## src/rtl/sxs_pkg.sv

```systemverilog
package sxs_pkg;

  localparam int SXS_DW = 8;

  localparam logic [1:0] ADR_CMD = 2'd0;
  localparam logic [1:0] ADR_TRK = 2'd1;
  localparam logic [1:0] ADR_SEC = 2'd2;
  localparam logic [1:0] ADR_DAT = 2'd3;

  typedef enum logic [2:0] {
    ST_IDLE,
    ST_SETTLE,
    ST_LOAD,
    ST_FIND,
    ST_XFER
  } sxs_state_t;

  // bits 7:6 of a command byte select the sector-transfer group
  function automatic logic is_xfer_cmd(input logic [1:0] hi2);
    return hi2 == 2'b10;
  endfunction

  // bits 7:5 of a command byte select a write
  function automatic logic is_write_cmd(input logic [2:0] hi3);
    return hi3 == 3'b101;
  endfunction

  function automatic logic [SXS_DW-1:0] next_sector(input logic [SXS_DW-1:0] cur);
    return cur + SXS_DW'(1);
  endfunction

endpackage

```

## src/rtl/sxs_ms_timer.sv

```systemverilog
module sxs_ms_timer #(
  parameter int CYC_PER_MS = 1000,
  parameter int MS_W       = 5
) (
  input  logic            clk,
  input  logic            rst_n,
  input  logic            start,
  input  logic [MS_W-1:0] ms_count,
  output logic            done
);
  localparam int PRE_W = (CYC_PER_MS > 1) ? $clog2(CYC_PER_MS) : 1;
  localparam logic [PRE_W-1:0] PRE_TOP = PRE_W'(CYC_PER_MS - 1);

  logic [PRE_W-1:0] pre_q;
  logic [MS_W-1:0]  ms_q;
  logic             run_q;
  logic             ms_tick;

  assign ms_tick = run_q && (pre_q == '0);
  assign done    = ms_tick && (ms_q == '0);

  always_ff @(posedge clk or negedge rst_n) begin
    if (!rst_n) begin
      pre_q <= '0;
      ms_q  <= '0;
      run_q <= 1'b0;
    end else if (start) begin
      run_q <= 1'b1;
      pre_q <= PRE_TOP;
      ms_q  <= ms_count - MS_W'(1);
    end else if (run_q) begin
      if (ms_tick) begin
        if (ms_q == '0) begin
          run_q <= 1'b0;
        end else begin
          ms_q  <= ms_q - MS_W'(1);
          pre_q <= PRE_TOP;
        end
      end else begin
        pre_q <= pre_q - PRE_W'(1);
      end
    end
  end


  tmr_idle_chk: assert property (@(posedge clk) disable iff (!rst_n)
    done |=> !done || $past(start));

endmodule

```

## src/rtl/sxs_drq_pacer.sv

```systemverilog
module sxs_drq_pacer #(
  parameter int GAP = 15
) (
  input  logic clk,
  input  logic rst_n,
  input  logic enable,
  input  logic force_set,
  input  logic take,
  input  logic clear,
  output logic drq
);
  localparam int CW = $clog2(GAP + 1);
  localparam logic [CW-1:0] GAP_MAX  = CW'(GAP);
  localparam logic [CW-1:0] GAP_LAST = CW'(GAP - 1);

  logic [CW-1:0] since_q;
  logic          drq_q;
  logic          drq_n;
  logic          changed;

  always_comb begin
    drq_n = drq_q;
    if (clear || take) begin
      drq_n = 1'b0;
    end else if (force_set) begin
      drq_n = 1'b1;
    end else if (enable && !drq_q && (since_q >= GAP_LAST)) begin
      drq_n = 1'b1;
    end
  end

  assign changed = (drq_n != drq_q);

  always_ff @(posedge clk or negedge rst_n) begin
    if (!rst_n) begin
      drq_q   <= 1'b0;
      since_q <= GAP_MAX;
    end else begin
      drq_q <= drq_n;
      if (changed) begin
        since_q <= '0;
      end else if (since_q < GAP_MAX) begin
        since_q <= since_q + CW'(1);
      end
    end
  end

  assign drq = drq_q;


  take_drop_chk: assert property (@(posedge clk) disable iff (!rst_n)
    (take || clear) |=> !drq);

endmodule

```

## src/rtl/sxs_byte_idx.sv

```systemverilog
module sxs_byte_idx #(
  parameter int N = 512
) (
  input  logic                 clk,
  input  logic                 rst_n,
  input  logic                 clr,
  input  logic                 adv,
  output logic [$clog2(N)-1:0] idx,
  output logic                 last
);
  localparam int AW = $clog2(N);
  localparam logic [AW-1:0] IDX_END = AW'(N - 1);

  logic [AW-1:0] idx_q;

  always_ff @(posedge clk or negedge rst_n) begin
    if (!rst_n) begin
      idx_q <= '0;
    end else if (clr) begin
      idx_q <= '0;
    end else if (adv) begin
      idx_q <= (idx_q == IDX_END) ? '0 : idx_q + AW'(1);
    end
  end

  assign idx  = idx_q;
  assign last = (idx_q == IDX_END);


  idx_step_chk: assert property (@(posedge clk) disable iff (!rst_n)
    (adv && !clr && !last) |=> idx == $past(idx) + AW'(1));

endmodule

```

## src/rtl/sector_xfer_seq.sv

```systemverilog
module sector_xfer_seq
  import sxs_pkg::*;
#(
  parameter int CYC_PER_MS   = 1000,
  parameter int SETTLE_MS    = 30,
  parameter int LOAD_MS      = 1,
  parameter int SECTOR_BYTES = 512,
  parameter int DRQ_GAP      = 15
) (
  input  logic                            clk,
  input  logic                            rst_n,
  input  logic                            reg_wr,
  input  logic                            reg_rd,
  input  logic [1:0]                      reg_addr,
  input  logic [7:0]                      reg_wdata,
  output logic [7:0]                      reg_rdata,
  input  logic                            drv_ready,
  input  logic                            drv_wprot,
  output logic                            sec_req,
  output logic [7:0]                      sec_num,
  input  logic                            sec_arrive,
  input  logic [7:0]                      disk_track,
  output logic [$clog2(SECTOR_BYTES)-1:0] buf_addr,
  output logic                            buf_we,
  output logic [7:0]                      buf_wdata,
  input  logic [7:0]                      buf_rdata,
  output logic                            busy,
  output logic                            drq,
  output logic                            irq,
  output logic                            err_rnf,
  output logic                            err_wprot
);
  localparam int MS_MAX = (SETTLE_MS > LOAD_MS) ? SETTLE_MS : LOAD_MS;
  localparam int MS_W   = $clog2(MS_MAX + 1);
  localparam int AW     = $clog2(SECTOR_BYTES);
  localparam int GW     = $clog2(DRQ_GAP + 1);

  sxs_state_t        state_q;
  logic [SXS_DW-1:0] cmd_q;
  logic [SXS_DW-1:0] trk_q;
  logic [SXS_DW-1:0] sec_q;
  logic [SXS_DW-1:0] data_q;
  logic              irq_q;
  logic              rnf_q;
  logic              wp_q;
  logic              req_q;

  // named internal events
  logic cmd_wr, trk_wr, sec_wr, dat_wr, dat_rd;
  logic cmd_start, start_fail;
  logic tmr_start, tmr_done;
  logic [MS_W-1:0] tmr_ms;
  logic settle_done, load_done, wp_abort, find_go;
  logic arr_hit, arr_miss;
  logic in_xfer, xfer_is_wr, xfer_multi;
  logic take, last_take, seq_next;
  logic run_end;
  logic idx_last;
  logic [AW-1:0] idx;

  assign cmd_wr = reg_wr && (reg_addr == ADR_CMD);
  assign trk_wr = reg_wr && (reg_addr == ADR_TRK);
  assign sec_wr = reg_wr && (reg_addr == ADR_SEC);
  assign dat_wr = reg_wr && (reg_addr == ADR_DAT);
  assign dat_rd = reg_rd && (reg_addr == ADR_DAT);

  assign cmd_start  = cmd_wr && is_xfer_cmd(reg_wdata[7:6]);
  assign start_fail = cmd_start && !drv_ready;

  assign xfer_is_wr = is_write_cmd(cmd_q[7:5]);
  assign xfer_multi = cmd_q[4];

  assign settle_done = (state_q == ST_SETTLE) && tmr_done;
  assign load_done   = (state_q == ST_LOAD) && tmr_done;
  assign wp_abort    = load_done && xfer_is_wr && drv_wprot;
  assign find_go     = load_done && !wp_abort;

  assign arr_hit  = (state_q == ST_FIND) && sec_arrive && (disk_track == trk_q);
  assign arr_miss = (state_q == ST_FIND) && sec_arrive && (disk_track != trk_q);

  assign in_xfer   = (state_q == ST_XFER);
  assign take      = in_xfer && (xfer_is_wr ? dat_wr : dat_rd);
  assign last_take = take && idx_last;
  assign seq_next  = last_take && !xfer_is_wr && xfer_multi;

  // a fresh command overrides whatever the running one was about to do
  assign run_end = !cmd_start && (wp_abort || arr_miss || (last_take && !seq_next));

  assign tmr_start = (cmd_start && drv_ready) || (settle_done && !cmd_start);
  assign tmr_ms    = (cmd_start && reg_wdata[2]) ? MS_W'(SETTLE_MS) : MS_W'(LOAD_MS);

  sxs_ms_timer #(
    .CYC_PER_MS (CYC_PER_MS),
    .MS_W       (MS_W)
  ) u_timer (
    .clk      (clk),
    .rst_n    (rst_n),
    .start    (tmr_start),
    .ms_count (tmr_ms),
    .done     (tmr_done)
  );

  sxs_byte_idx #(
    .N (SECTOR_BYTES)
  ) u_idx (
    .clk   (clk),
    .rst_n (rst_n),
    .clr   (arr_hit || cmd_start),
    .adv   (take),
    .idx   (idx),
    .last  (idx_last)
  );

  sxs_drq_pacer #(
    .GAP (DRQ_GAP)
  ) u_pacer (
    .clk       (clk),
    .rst_n     (rst_n),
    .enable    (in_xfer),
    .force_set (arr_hit && xfer_is_wr && !cmd_start),
    .take      (take),
    .clear     (run_end || cmd_start),
    .drq       (drq)
  );

  // sequencing
  always_ff @(posedge clk or negedge rst_n) begin
    if (!rst_n) begin
      state_q <= ST_IDLE;
    end else if (cmd_start) begin
      if (!drv_ready)         state_q <= ST_IDLE;
      else if (reg_wdata[2])  state_q <= ST_SETTLE;
      else                    state_q <= ST_LOAD;
    end else begin
      case (state_q)
        ST_SETTLE: if (tmr_done) state_q <= ST_LOAD;
        ST_LOAD:   if (tmr_done) state_q <= wp_abort ? ST_IDLE : ST_FIND;
        ST_FIND:   if (sec_arrive) state_q <= arr_hit ? ST_XFER : ST_IDLE;
        ST_XFER:   if (last_take) state_q <= seq_next ? ST_FIND : ST_IDLE;
        default:   state_q <= ST_IDLE;
      endcase
    end
  end

  // command, completion and error flags
  always_ff @(posedge clk or negedge rst_n) begin
    if (!rst_n) begin
      cmd_q <= '0;
      irq_q <= 1'b0;
      rnf_q <= 1'b0;
      wp_q  <= 1'b0;
      req_q <= 1'b0;
    end else begin
      req_q <= !cmd_start && (find_go || seq_next);
      if (cmd_start) begin
        cmd_q <= reg_wdata;
        irq_q <= !drv_ready;
        rnf_q <= 1'b0;
        wp_q  <= 1'b0;
      end else begin
        if (run_end)        irq_q <= 1'b1;
        else if (cmd_wr)    irq_q <= 1'b0;
        if (arr_miss)       rnf_q <= 1'b1;
        if (wp_abort)       wp_q  <= 1'b1;
      end
    end
  end

  // host-visible registers
  always_ff @(posedge clk or negedge rst_n) begin
    if (!rst_n) begin
      trk_q  <= '0;
      sec_q  <= SXS_DW'(1);
      data_q <= '0;
    end else begin
      if (trk_wr) trk_q <= reg_wdata;
      if (sec_wr)         sec_q <= reg_wdata;
      else if (seq_next)  sec_q <= next_sector(sec_q);
      if (dat_wr)                                data_q <= reg_wdata;
      else if (dat_rd && in_xfer && !xfer_is_wr) data_q <= buf_rdata;
    end
  end

  always_comb begin
    case (reg_addr)
      ADR_CMD: reg_rdata = cmd_q;
      ADR_TRK: reg_rdata = trk_q;
      ADR_SEC: reg_rdata = sec_q;
      default: reg_rdata = (in_xfer && !xfer_is_wr) ? buf_rdata : data_q;
    endcase
  end

  assign busy      = (state_q != ST_IDLE);
  assign irq       = irq_q;
  assign err_rnf   = rnf_q;
  assign err_wprot = wp_q;
  assign sec_req   = req_q;
  assign sec_num   = sec_q;
  assign buf_addr  = idx;
  assign buf_we    = take && xfer_is_wr;
  assign buf_wdata = reg_wdata;

  // checker-side spacing counter: cycles since drq last changed
  logic          drq_d;
  logic [GW-1:0] gap_seen;
  always_ff @(posedge clk or negedge rst_n) begin
    if (!rst_n) begin
      drq_d    <= 1'b0;
      gap_seen <= GW'(DRQ_GAP);
    end else begin
      drq_d <= drq;
      if (drq != drq_d)                 gap_seen <= '0;
      else if (gap_seen < GW'(DRQ_GAP)) gap_seen <= gap_seen + GW'(1);
    end
  end


  drq_busy_chk: assert property (@(posedge clk) disable iff (!rst_n)
    drq |-> busy);


  drq_gap_chk: assert property (@(posedge clk) disable iff (!rst_n)
    $rose(drq) |-> (gap_seen >= GW'(DRQ_GAP - 1)) || $past(sec_arrive));


  end_irq_chk: assert property (@(posedge clk) disable iff (!rst_n)
    $fell(busy) |-> irq && !drq);


  rnf_end_chk: assert property (@(posedge clk) disable iff (!rst_n)
    $rose(err_rnf) |-> !busy && irq);


  wp_end_chk: assert property (@(posedge clk) disable iff (!rst_n)
    $rose(err_wprot) |-> !busy && irq && !sec_req);


  req_pulse_chk: assert property (@(posedge clk) disable iff (!rst_n)
    sec_req |=> !sec_req);


  seq_inc_chk: assert property (@(posedge clk) disable iff (!rst_n)
    (sec_req && $past(in_xfer) && !$past(sec_wr)) |-> sec_num == $past(sec_num) + SXS_DW'(1));

endmodule

```

## config.mk

```make
export PLATFORM = sky130hd
export DESIGN_NAME = sector_xfer_seq
export DESIGN_NICKNAME = d
export VERILOG_FILES = /design/src/rtl/sxs_pkg.sv /design/src/rtl/sxs_ms_timer.sv /design/src/rtl/sxs_drq_pacer.sv /design/src/rtl/sxs_byte_idx.sv /design/src/rtl/sector_xfer_seq.sv
export SDC_FILE = /design/constraint.sdc
export NUM_CORES = 1
export LEC_CHECK = 0
export ABC_AREA = 1
export BUFFER_PORTS_ARGS = -buffer_cell sky130_fd_sc_hd__buf_2
export CAP_MARGIN = 40
export CORE_MARGIN = 3
export CORE_UTILIZATION = 45
export DETAILED_ROUTE_END_ITERATION = 12
export PLACE_DENSITY = 0.63
export SETUP_SLACK_MARGIN = 0.5
export SYNTH_ARGS = -nofsm -noshare
export SYNTH_HDL_FRONTEND = slang
export SYNTH_HIERARCHICAL = 1
export SYNTH_SLANG_ARGS = --single-unit
```

## constraint.sdc

```tcl
create_clock -name clk -period 4.75 [get_ports clk]
set_input_delay 0.95 -clock clk [delete_from_list [all_inputs] [get_ports clk]]
set_output_delay 0.95 -clock clk [all_outputs]
set_load 0.02 [all_outputs]
```

==> results of run 1 <==
[metal layers]
metal	track usage (%)	wire, um	up-vias
met5	0	0	-
met4	6.20	214	0
met3	5.28	544	18
met2	33.1	5120	99
met1	27.2	4970	1866
li1	-	-	2074
[final timing paths]
path	startpoint	endpoint
max	reg_addr[0]	u_timer/ms_q[4]
min	u_timer/pre_q[0]	u_timer/pre_q[0]
max reg2reg	u_timer/pre_q[0]	u_timer/ms_q[4]
min reg2reg	u_timer/pre_q[0]	u_timer/pre_q[0]
max in group asynchronous	rst_n	sec_num[0]
min in group asynchronous	rst_n	u_timer/pre_q[6]
[worst max-delay path: cells and delay by family]
family,cells,cell delay (ns)
and+or+nand+nor,6,0.65
buffers and inverters,4,0.84
adders and majority gates,1,0.22
xor gates and xnor gates,1,0.15
AOI/OAI and AO/OA,2,1.09
[cells in the final DEF, fill, tap and decap left out, types with 7 or more instances in the layout]
master	netlist	layout
a21oi_1	17	17
buf_2	5	72
clkbuf_8	0	12
dfrtp_1	64	64
ha_1	8	8
inv_1	83	83
inv_2	11	11
nand2_1	170	170
nand2_2	9	9
nand3_1	37	37
nand4_1	11	11
nor2_1	42	42
nor2_4	7	7
o211ai_1	11	11
o21ai_0	33	33
o21ai_1	14	14
xor2_1	10	10
[through the flow]
stage	hold WS (ns)	setup slack [ns]	cell area, um2	utilization (%)	instances
after floorplan	0.449	1.68	4520	-	609
after global placement	0.464	0.858	4910	51.6	792
after detailed placement	0.476	0.734	4910	51.6	792
after CTS	0.493	1.12	5090	53.5	808
after global routing	0.518	0.744	5090	53.5	808
final	0.489	1.08	5090	53.5	808
[where the power goes]
part | internal [mW] | leakage (nW) | switching, mW | total, mW
logic | 0.266 | 1.76 | 0.438 | 0.704
clock network | 0.233 | 0.0937 | 0.221 | 0.454
registers | 0.736 | 0.832 | 0.128 | 0.864
[layout make-up]
cell class,count,share of cell area (%)
clock inverters,1,0.0984
repair buffers,73,7.23
well taps,129,3.17
clock buffers,15,3.47
inverters,94,6.94
flip-flops and latches,69,34.1
multi-input cells,427,45.0
[sequential cells by signal, summed over array words and instances (netlist names)]
register and flops:
cmd_q 8, data_q 8, err_rnf 1, err_wprot 1, irq 1, sec_num 8
sec_req 1, state_q 3, trk_q 8, u_idx/idx 9, u_pacer/drq 1, u_pacer/since_q 4
u_timer/ms_q 5, u_timer/pre_q 10, u_timer/run_q 1
[kinds of logic after synthesis]
group	after synthesis	share of synthesized area [%]
and+or+nand+nor	308	32.4
adders and majority gates	8	2.22
DFF	69	38.4
xor gates and xnor gates	15	2.91
AOI/OAI and AO/OA	96	13.2
buffers and inverters	113	10.9
==> results.md, run 1 <==
- I/O pins: 73
- Layout Skew: 0.00636 ns
- Internal reg-to-reg setup slack: 1.37 ns
- Worst slew pin tran: 0.908 ns
- Via density: 5.02
- Status: finished clean
- Final total power: 2.02 mW
- Area grow syn2layout: 12.6%
- Async SR Flop Fraction: 100%
- Top cell type's share of synthesized area: 35.4%
- Most common cell in the synthesized netlist: nand2_1
- Die height: 106 um
- Worst VDD drop: 0.000158 V
- Final period utilization: 77.3%
- GP Congestion: 0.909
- First-pass GRT wire length: 18600 um
- Num rows: 35
- Power density over the cells: 397 mW/mm2
- Layout Nets: 715
- CP startpoint kind: input pin
- Initial DRC count: 178
- Main flop type after synthesis: dfrtp_1
- # fillers: 973
- CP max FO: 22
- Largest net degree at the start of global routing: 39
- H-tree depth: 3
- Diodes inserted: 0
- Number of setup buffers added after CTS: 0
- Synth area leaders: dfrtp_1 (35%), nand2_1 (14%), inv_1 (6.9%)
- Fin. max-slew vios: 0
- Share of layout cells above drive strength 1: 21.6%
- Routed WL per cell: 13.4 um
- Worst setup EP type: flip-flop
- CTS buffer count: 9
- Root Driver: clkbuf_8
- Unrepaired setup endpoints after global routing: no
- Worst-Skew Late Latency: 0.35 ns
- Slowest library cell on the worst path: o31ai_1
- Crit path time final: 3.67 ns
- Most used cell, CP: nand2_1
- Post-detail-place hpwl: 8440 um
- Slew headroom: 38.9%
- DRC violations left: 0
- Type of the worst min-delay path: reg -> reg
- CTS Hold Buffers Added: 0
- Clk slew on worst S/H paths: 0.07 ns
- Worst path max stage delay: 0.79 ns
- Final setup vio count: 0
- Port bufs: 72
- Worst path required time: 4.99 ns
- Die ar.: 0.0113 mm2
- CTS sink cnt: 69
- Vias in the first global route: 3932
- Synth Cell Area: 0.00452 mm2
- TritonRoute pass-1 iters: 4
- Critical path data arrival time: 3.91 ns
- Cell Chain, Critical Path: buf_2 > nor2_4 > nand2_1 > inv_1 > nand3_2 > inv_1 > o31ai_1 > inv_2 > o21ai_2 > ha_1 > nand3_1 > xor2_1 > nand2_1 > nand2_1
- Max cap viols: 0
- Area of the multi-input gates: 0.00229 mm2
- Initial antenna violation count: 0
- Via count: 4057
- Avg Inst Size Synth: 7.42 um2
- Yosys reg bits: 69
- WHS Path Cells: 2
- Sequential area share after synthesis: 38.4%
- Syn. warnings: 6
- Syn Nets: 650
- Crit path kind: in -> reg
- Final ANT Viol Nets: 0
- Post-CTS sizing: 0
- CTS tree: done
- Core area: 0.00950 mm2
- Post-synth EDFFs: 0
- Post-synth top cells: nand2_1 (170), inv_1 (83), dfrtp_1 (64)
- CTS max path bufs: 2
- Library cells used by synthesis: 44
- Cells after synthesis: 609
- Fin. Hold Viols: 0
- Pleak: 2.69 nW
- Post-Route WL: 10900 um
- Setup_tns: 0 ns
- Top cell type by total area after synthesis: dfrtp_1
- Worst r2r path cells: 15
- Sequential cell area: 0.00173 mm2
- Fmax: 272 MHz
- All-Layer GR Usage: 20.5%
- Starting density of the core: 47.5%
- Die width: 106 um
- Grt total ovfl: 0
No activity file was read; power rests on OpenSTA's default activity.
==> run 2, diff against run 1 <==
==> constraint.sdc (replaced) <==
create_clock -name clk -period 3.83 [get_ports clk]
set_input_delay 0.766 -clock clk [delete_from_list [all_inputs] [get_ports clk]]
set_output_delay 0.766 -clock clk [all_outputs]
set_load 0.02 [all_outputs]
==> run 2 against run 1 <==
  * Die area stayed put
  * Combinational power is 26% higher
  * Critical path depth is 7 lower
  * Design area is 0.69% higher
  * Count of clock-buffer cells in the layout is 3 lower
  * Critical endpoint is now reg_rdata[2]
  * Clock power is 28% higher
  * Register-to-register slack worse by 0.41 ns
  * Worst setup slack worse by 0.22 ns
==> results.md, run 2 (same netlist as run 1, synthesis figures left out) <==
- Status: finished clean
- Type of the worst min-delay path: in -> async
- Layout Nets: 718 (+0.42%)
- CP delay by family, top: compound AO/OA/AOI/OAI gates
- Fin. Hold Viols: 0 (unchanged)
- Final setup vio count: 0 (unchanged)
- Clk slew on worst S/H paths: 0.07 ns (about the same)
- Starting density of the core: 47.5% (unchanged)
- Worst Path Buf+Inv: 2 (-2)
- CP startpoint kind: flip-flop
- Cell Chain, Critical Path: nor2_1 > nand2_1 > nor2_2 > inv_1 > o21ai_0 > o2111ai_1 > buf_2
- Layout Skew: 0.0127 ns (+0.00636 ns)
- Critical path data arrival time: 2.20 ns (-1.71 ns)
- Biggest register: u_timer/pre_q
- Fin util: 53.9% (+0.37 points)
- CTS Hold Buffers Added: 0 (unchanged)
- CTS max path bufs: 2 (unchanged)
- Die ar.: 0.0113 mm2 (unchanged)
- Most used cells in the layout excluding fill and tap cells: nand2_1 (170), inv_1 (83), buf_2 (72)
- Max cap viols: 0 (unchanged)
- Crit path time final: 2.97 ns
- Slowest library cell on the worst path: dfrtp_1
- Global routing usage on met3: 4.07% (-1.2 points)
- Final ANT Viol Nets: 0 (unchanged)
- Area grow syn2layout: 13.4%
- Top Usage Layer GRT: met2
- M2 GR Usage: 35.6% (+2.5 points)
- H-tree depth: 3 (unchanged)
- Port bufs: 72 (unchanged)
- DRC violations left: 0 (unchanged)
- Worst path required time: 3.06 ns (-1.93 ns)
- Post-Route WL: 11200 um (+3.4%)
- Die height: 106 um (unchanged)
- Largest net degree at the start of global routing: 31 (-21%)
- CTS sink cnt: 69 (unchanged)
- Initial DRC count: 127 (-29%)
- Pleak: 2.70 nW (+0.58%)
- All-Layer GR Usage: 21.2% (+0.62 points)
- CTS buffer count: 9 (unchanged)
- Grt total ovfl: 0 (unchanged)
- Fmax: 337 MHz
- Die width: 106 um (unchanged)
- Via density: 5.08 (+1.1%)
- Most common cell after layout, fill and taps aside: nand2_1
- First-pass GRT wire length: 19100 um (+2.4%)
- Final period utilization: 77.5%
- Worst-Skew Late Latency: 0.35 ns (about the same)
- Number of flip-flops in the largest register: 10 (unchanged)
- Vias in the first global route: 3999 (+1.7%)
- Post-detail-place hpwl: 8680 um (+2.8%)
- Worst path max stage delay: 0.41 ns (-0.38 ns)
- Power density over the cells: 496 mW/mm2 (+25%)
- Worst setup EP type: output port
- Num rows: 35 (unchanged)
- Crit path kind: reg -> out
- CTS tree: done
- Slew headroom: 54.5% (+16 points)
- Worst slew pin tran: 0.682 ns (-0.226 ns)
- Routed WL per cell: 13.9 um (+3.3%)
- Setup_tns: 0 ns (unchanged)
- I/O pins: 73 (unchanged)
- Fin. max-slew vios: 0 (unchanged)
- Diodes inserted: 0 (unchanged)
- Initial antenna violation count: 0 (unchanged)
- Via count: 4108 (+1.3%)
- TritonRoute pass-1 iters: 4 (unchanged)
- GP Congestion: 0.903 (-0.69%)
- Root Driver: clkbuf_8
- Unrepaired setup endpoints after global routing: no
- Core area: 0.00950 mm2 (unchanged)
- Met1 Use GR: 27.2% (+0.042 points)
- Worst VDD drop: 0.000243 V (+54%)
- Share of layout cells above drive strength 1: 22.1% (+0.41 points)
- CP max FO: 14 (-36%)
==> run 2: cell count changes in the layout (fill, tap and decap cells not counted), sizes merged <==
cell | before | now
clkbuf | 15 | 12
buf | 73 | 76
bufinv | 0 | 1
==> run 2: path summary, 6_finish.rpt <==
| path | start | to | slack [ns] | depth (start not counted) |
|---|---|---|---|---|
| max in group asynchronous | rst_n | u_pacer/since_q[2] | 2.50 | 2 |
| setup reg to reg | u_timer/pre_q[0] | u_timer/ms_q[4] | 0.96 | 15 |
| hold reg to reg | cmd_q[1] | cmd_q[1] | 0.50 | 2 |
| setup / recovery | state_q[1] | reg_rdata[2] | 0.86 | 7 |
| min in group clk | cmd_q[1] | cmd_q[1] | 0.50 | 2 |
| hold / removal | rst_n | u_timer/pre_q[6] | 0.45 | 1 |
==> run 2: worst register-to-register path, cell delays in order, from the launching register on <==
cell and delay, ns:
dfrtp_1 0.39, inv_1 0.13, ha_1 0.19, nand3_1 0.12, nor3_4 0.16, nand2_2 0.08, inv_1 0.09, inv_1 0.09
o31ai_4 0.40, inv_2 0.27, o21ai_2 0.27, ha_1 0.22, nand3_1 0.09, xor2_1 0.15, nand2_1 0.06, nand2_1 0.05
==> run 2: where the power goes <==
group          switching, mW  internal (mW)  total [mW]
Sequential             0.159          0.912        1.07
Clock                  0.270          0.311       0.581
Combinational          0.556          0.332       0.888
Total                  0.986           1.56        2.54
==> run 2: final cells by class <==
class,instances,area [um2]
fillers,972,4380
multi-input cells,427,2300
flip-flops and latches,69,1730
repair buffers,76,390
inverters,94,353
well taps,129,161
clock buffers,12,145
clock inverters,2,35.0
==> run 2: what timing repair did <==
action                     4_1_cts  5_1_grt
setup endpoints to repair        2        2
resized for setup                1        1
buffers inserted                 0        0
==> run 2: stage by stage <==
| step | setup slack, ns | area, um2 | power [mW] | hold WS (ns) | std cells |
|---|---|---|---|---|---|
| after floorplan | 0.945 | 4520 | 1.72 | 0.449 | 609 |
| after global placement | 0.557 | 4930 | 1.95 | 0.466 | 795 |
| after detailed placement | 0.412 | 4930 | 1.97 | 0.482 | 795 |
| after CTS | 0.738 | 5110 | 2.56 | 0.462 | 809 |
| after global routing | 0.649 | 5120 | 2.75 | 0.493 | 809 |
| final | 0.861 | 5120 | 2.54 | 0.450 | 809 |
==> run 2: per-layer routing <==
layer	vias to the layer above	share of wire, %
met3	20	3.9
li1	2082	-
met1	1914	45
met5	-	0
met4	0	2.0
met2	92	49
==> run 3, diff against run 2 <==
--- a/config.mk
+++ b/config.mk
@@ -11,7 +11,7 @@
 export CORE_MARGIN = 3
 export CORE_UTILIZATION = 45
 export DETAILED_ROUTE_END_ITERATION = 12
-export PLACE_DENSITY = 0.63
+export PLACE_DENSITY = 0.65
 export SETUP_SLACK_MARGIN = 0.5
 export SYNTH_ARGS = -nofsm -noshare
 export SYNTH_HDL_FRONTEND = slang
==> constraint.sdc (replaced) <==
create_clock -name clk -period 2.52 [get_ports clk]
set_input_delay 0.504 -clock clk [delete_from_list [all_inputs] [get_ports clk]]
set_output_delay 0.504 -clock clk [all_outputs]
set_load 0.02 [all_outputs]
==> run 3 against run 2 <==
  * Design area increased by 13%
  * Sequential share of layout area decreased by 3.9 points
  * Critical path depth increased by 1
  * Worst setup slack got worse by 0.61 ns
  * Highest routed layer unchanged
  * Final cell count increased by 5.8%
  * Power increased by 65%
  * First-iteration DRC count increased to 3.1 times the previous value
  * Non-clock buffer count increased by 44
  * Clock skew decreased by 0.0067 ns
  * Sequential power increased by 51%
  * Via count increased by 8.3%
  * Global-route usage increased by 1.2 points
  * Largest power group is now combinational cells
==> results.md, run 3 (same netlist as run 1, synthesis figures left out) <==
- Power density over the cells: 721 mW/mm2 (+45%)
- Worst VDD drop: 0.000439 V (+81%)
- Number of flip-flops in the largest register: 10 (unchanged)
- I/O pins: 73 (unchanged)
- Initial antenna violation count: 0 (unchanged)
- Worst setup EP type: output port
- TritonRoute pass-1 iters: 7 (+3)
- CP startpoint kind: flip-flop
- CTS tree: done
- DRC violations left: 0 (unchanged)
- Fin. max-slew vios: 0 (unchanged)
- Type of the worst min-delay path: in -> async
- CTS sink cnt: 69 (unchanged)
- Post-Route WL: 12400 um (+10%)
- Grt total ovfl: 0 (unchanged)
- Initial DRC count: 391 (+210%)
- Most used cells in the layout excluding fill and tap cells: nand2_1 (160), inv_1 (75), buf_2 (63)
- Worst setup margin: 0.255 ns (-0.606 ns)
- Worst slew pin tran: 0.610 ns (-0.0717 ns)
- Diodes inserted: 0 (unchanged)
- Status: finished clean
- Root Driver: clkbuf_8
- Clk slew on worst S/H paths: 0.07 ns (about the same)
- Post-Layout Cell Count: 856 (+5.8%)
- Vias in the first global route: 4257 (+6.5%)
- Crit path kind: reg -> out
- Fmax: 442 MHz
- Worst path required time: 2.02 ns (-1.04 ns)
- Critical path depth: 8 (+1)
- Most common cell after layout, fill and taps aside: nand2_1
- Crit path time final: 2.26 ns
- All-Layer GR Usage: 22.3% (+1.2 points)
- Fin. Hold Viols: 0 (unchanged)
- Core area: 0.00950 mm2 (unchanged)
- CTS buffer count: 9 (unchanged)
- Max cap viols: 0 (unchanged)
- Starting density of the core: 47.5% (unchanged)
- CP delay by family, top: flip-flops
- Via count: 4449 (+8.3%)
- CTS Hold Buffers Added: 0 (unchanged)
- Post-detail-place hpwl: 8870 um (+2.2%)
- H-tree depth: 3 (unchanged)
- Critical path data arrival time: 1.76 ns (-0.44 ns)
- Pleak: 2.98 nW (+10%)
- Share of layout cells above drive strength 1: 34.3% (+12 points)
- Port bufs: 72 (unchanged)
- Die width: 106 um (unchanged)
- Final ANT Viol Nets: 0 (unchanged)
- Dpl ws: 0.0481 ns (-0.364 ns)
- Slowest library cell on the worst path: dfrtp_1
- CP max FO: 13 (-1)
- Worst path max stage delay: 0.40 ns (about the same)
- First-pass GRT wire length: 20300 um (+6.6%)
- Unrepaired setup endpoints after global routing: yes
- Largest net degree at the start of global routing: 45 (+45%)
- Slew headroom: 59.3% (+4.8 points)
- Die height: 106 um (unchanged)
- Setup_tns: 0 ns (unchanged)
- Placed cells: 799 (+0.50%)
- Worst-Skew Late Latency: 0.34 ns (about the same)
- Worst Path Buf+Inv: 2 (unchanged)
- GP Congestion: 0.935 (+3.6%)
- Layout Skew: 0.00601 ns (-0.00671 ns)
- Biggest register: u_timer/pre_q
- Die ar.: 0.0113 mm2 (unchanged)
- Layout Nets: 763 (+6.3%)
- Worst r2r path cells: 14 (-1)
- Area grow syn2layout: 28.4%
- Num rows: 35 (unchanged)
- CTS max path bufs: 2 (unchanged)
- Cell Chain, Critical Path: nor2_2 > nand2_2 > nor2_4 > inv_6 > a21oi_1 > o21ai_1 > o2111ai_1 > buf_4
- Final setup vio count: 0 (unchanged)
- Routed WL per cell: 14.5 um (+4.4%)
- Via density: 5.20 (+2.4%)
- Final period utilization: 89.9%
run 3: cell count changes in the layout (fill, tap and decap cells not counted), moves of 5 or more:
cell,previous run,this run
buf_2,72,63
inv_1,83,75
nor2_1,42,33
nand2_1,170,160
nor2_2,6,11
buf_4,4,50
a21oi_1,17,11
buf_6,0,5
o21ai_0,33,25
nand2_2,9,16
run 3: metrics by stage:
stage	area (um2)	power [mW]	hold WS, ns	util [%]
6_report	5800	4.18	0.170	61.1
5_1_grt	5800	4.49	0.208	61.1
4_1_cts	5540	4.08	0.177	58.3
3_5_place_dp	5010	3.02	0.473	52.8
3_3_place_gp	5010	2.98	0.471	52.8
2_1_floorplan	4560	2.63	0.208	-
run 3: cell type report:
class | count | area [um2]
clock buffer | 14 | 153
clock inverter | 2 | 10.0
fill | 885 | 3700
inverter | 94 | 365
multi-input combinational | 428 | 2590
sequential | 69 | 1740
tap | 129 | 161
timing repair buffer | 120 | 782
run 3: layer usage:
layer,track usage (%),vias to the layer above,share of wire (%)
li1,-,2181,-
met1,30.5,2107,46
met2,36.7,150,48
met3,3.95,11,5.7
met4,5.74,0,1.1
met5,0,-,0
run 3: worst paths after layout:
kind	endpoint	start	slack [ns]
max	reg_rdata[0]	state_q[1]	0.26
min	u_idx/idx[4]	rst_n	0.17
max reg2reg	u_timer/ms_q[4]	u_timer/pre_q[4]	0.33
min reg2reg	cmd_q[3]	cmd_q[3]	0.49
max in group asynchronous	sec_num[0]	rst_n	1.64
min in group clk	sec_num[3]	reg_wdata[3]	0.44
run 3: power by group:
group | internal, mW | switching, mW | total, mW
registers | 1.39 | 0.226 | 1.62
logic | 0.754 | 1.03 | 1.78
clock network | 0.383 | 0.400 | 0.783
total | 2.53 | 1.66 | 4.18
run 3: repair_timing:
| item | in CTS | in global routing |
|---|---|---|
| pin swaps | 15 | 16 |
| buffers inserted | 30 | 10 |
| hold endpoints to repair | 0 | 0 |
| resized for setup | 48 | 44 |
| setup endpoints to repair | 36 | 45 |
| gates cloned | 1 | 0 |
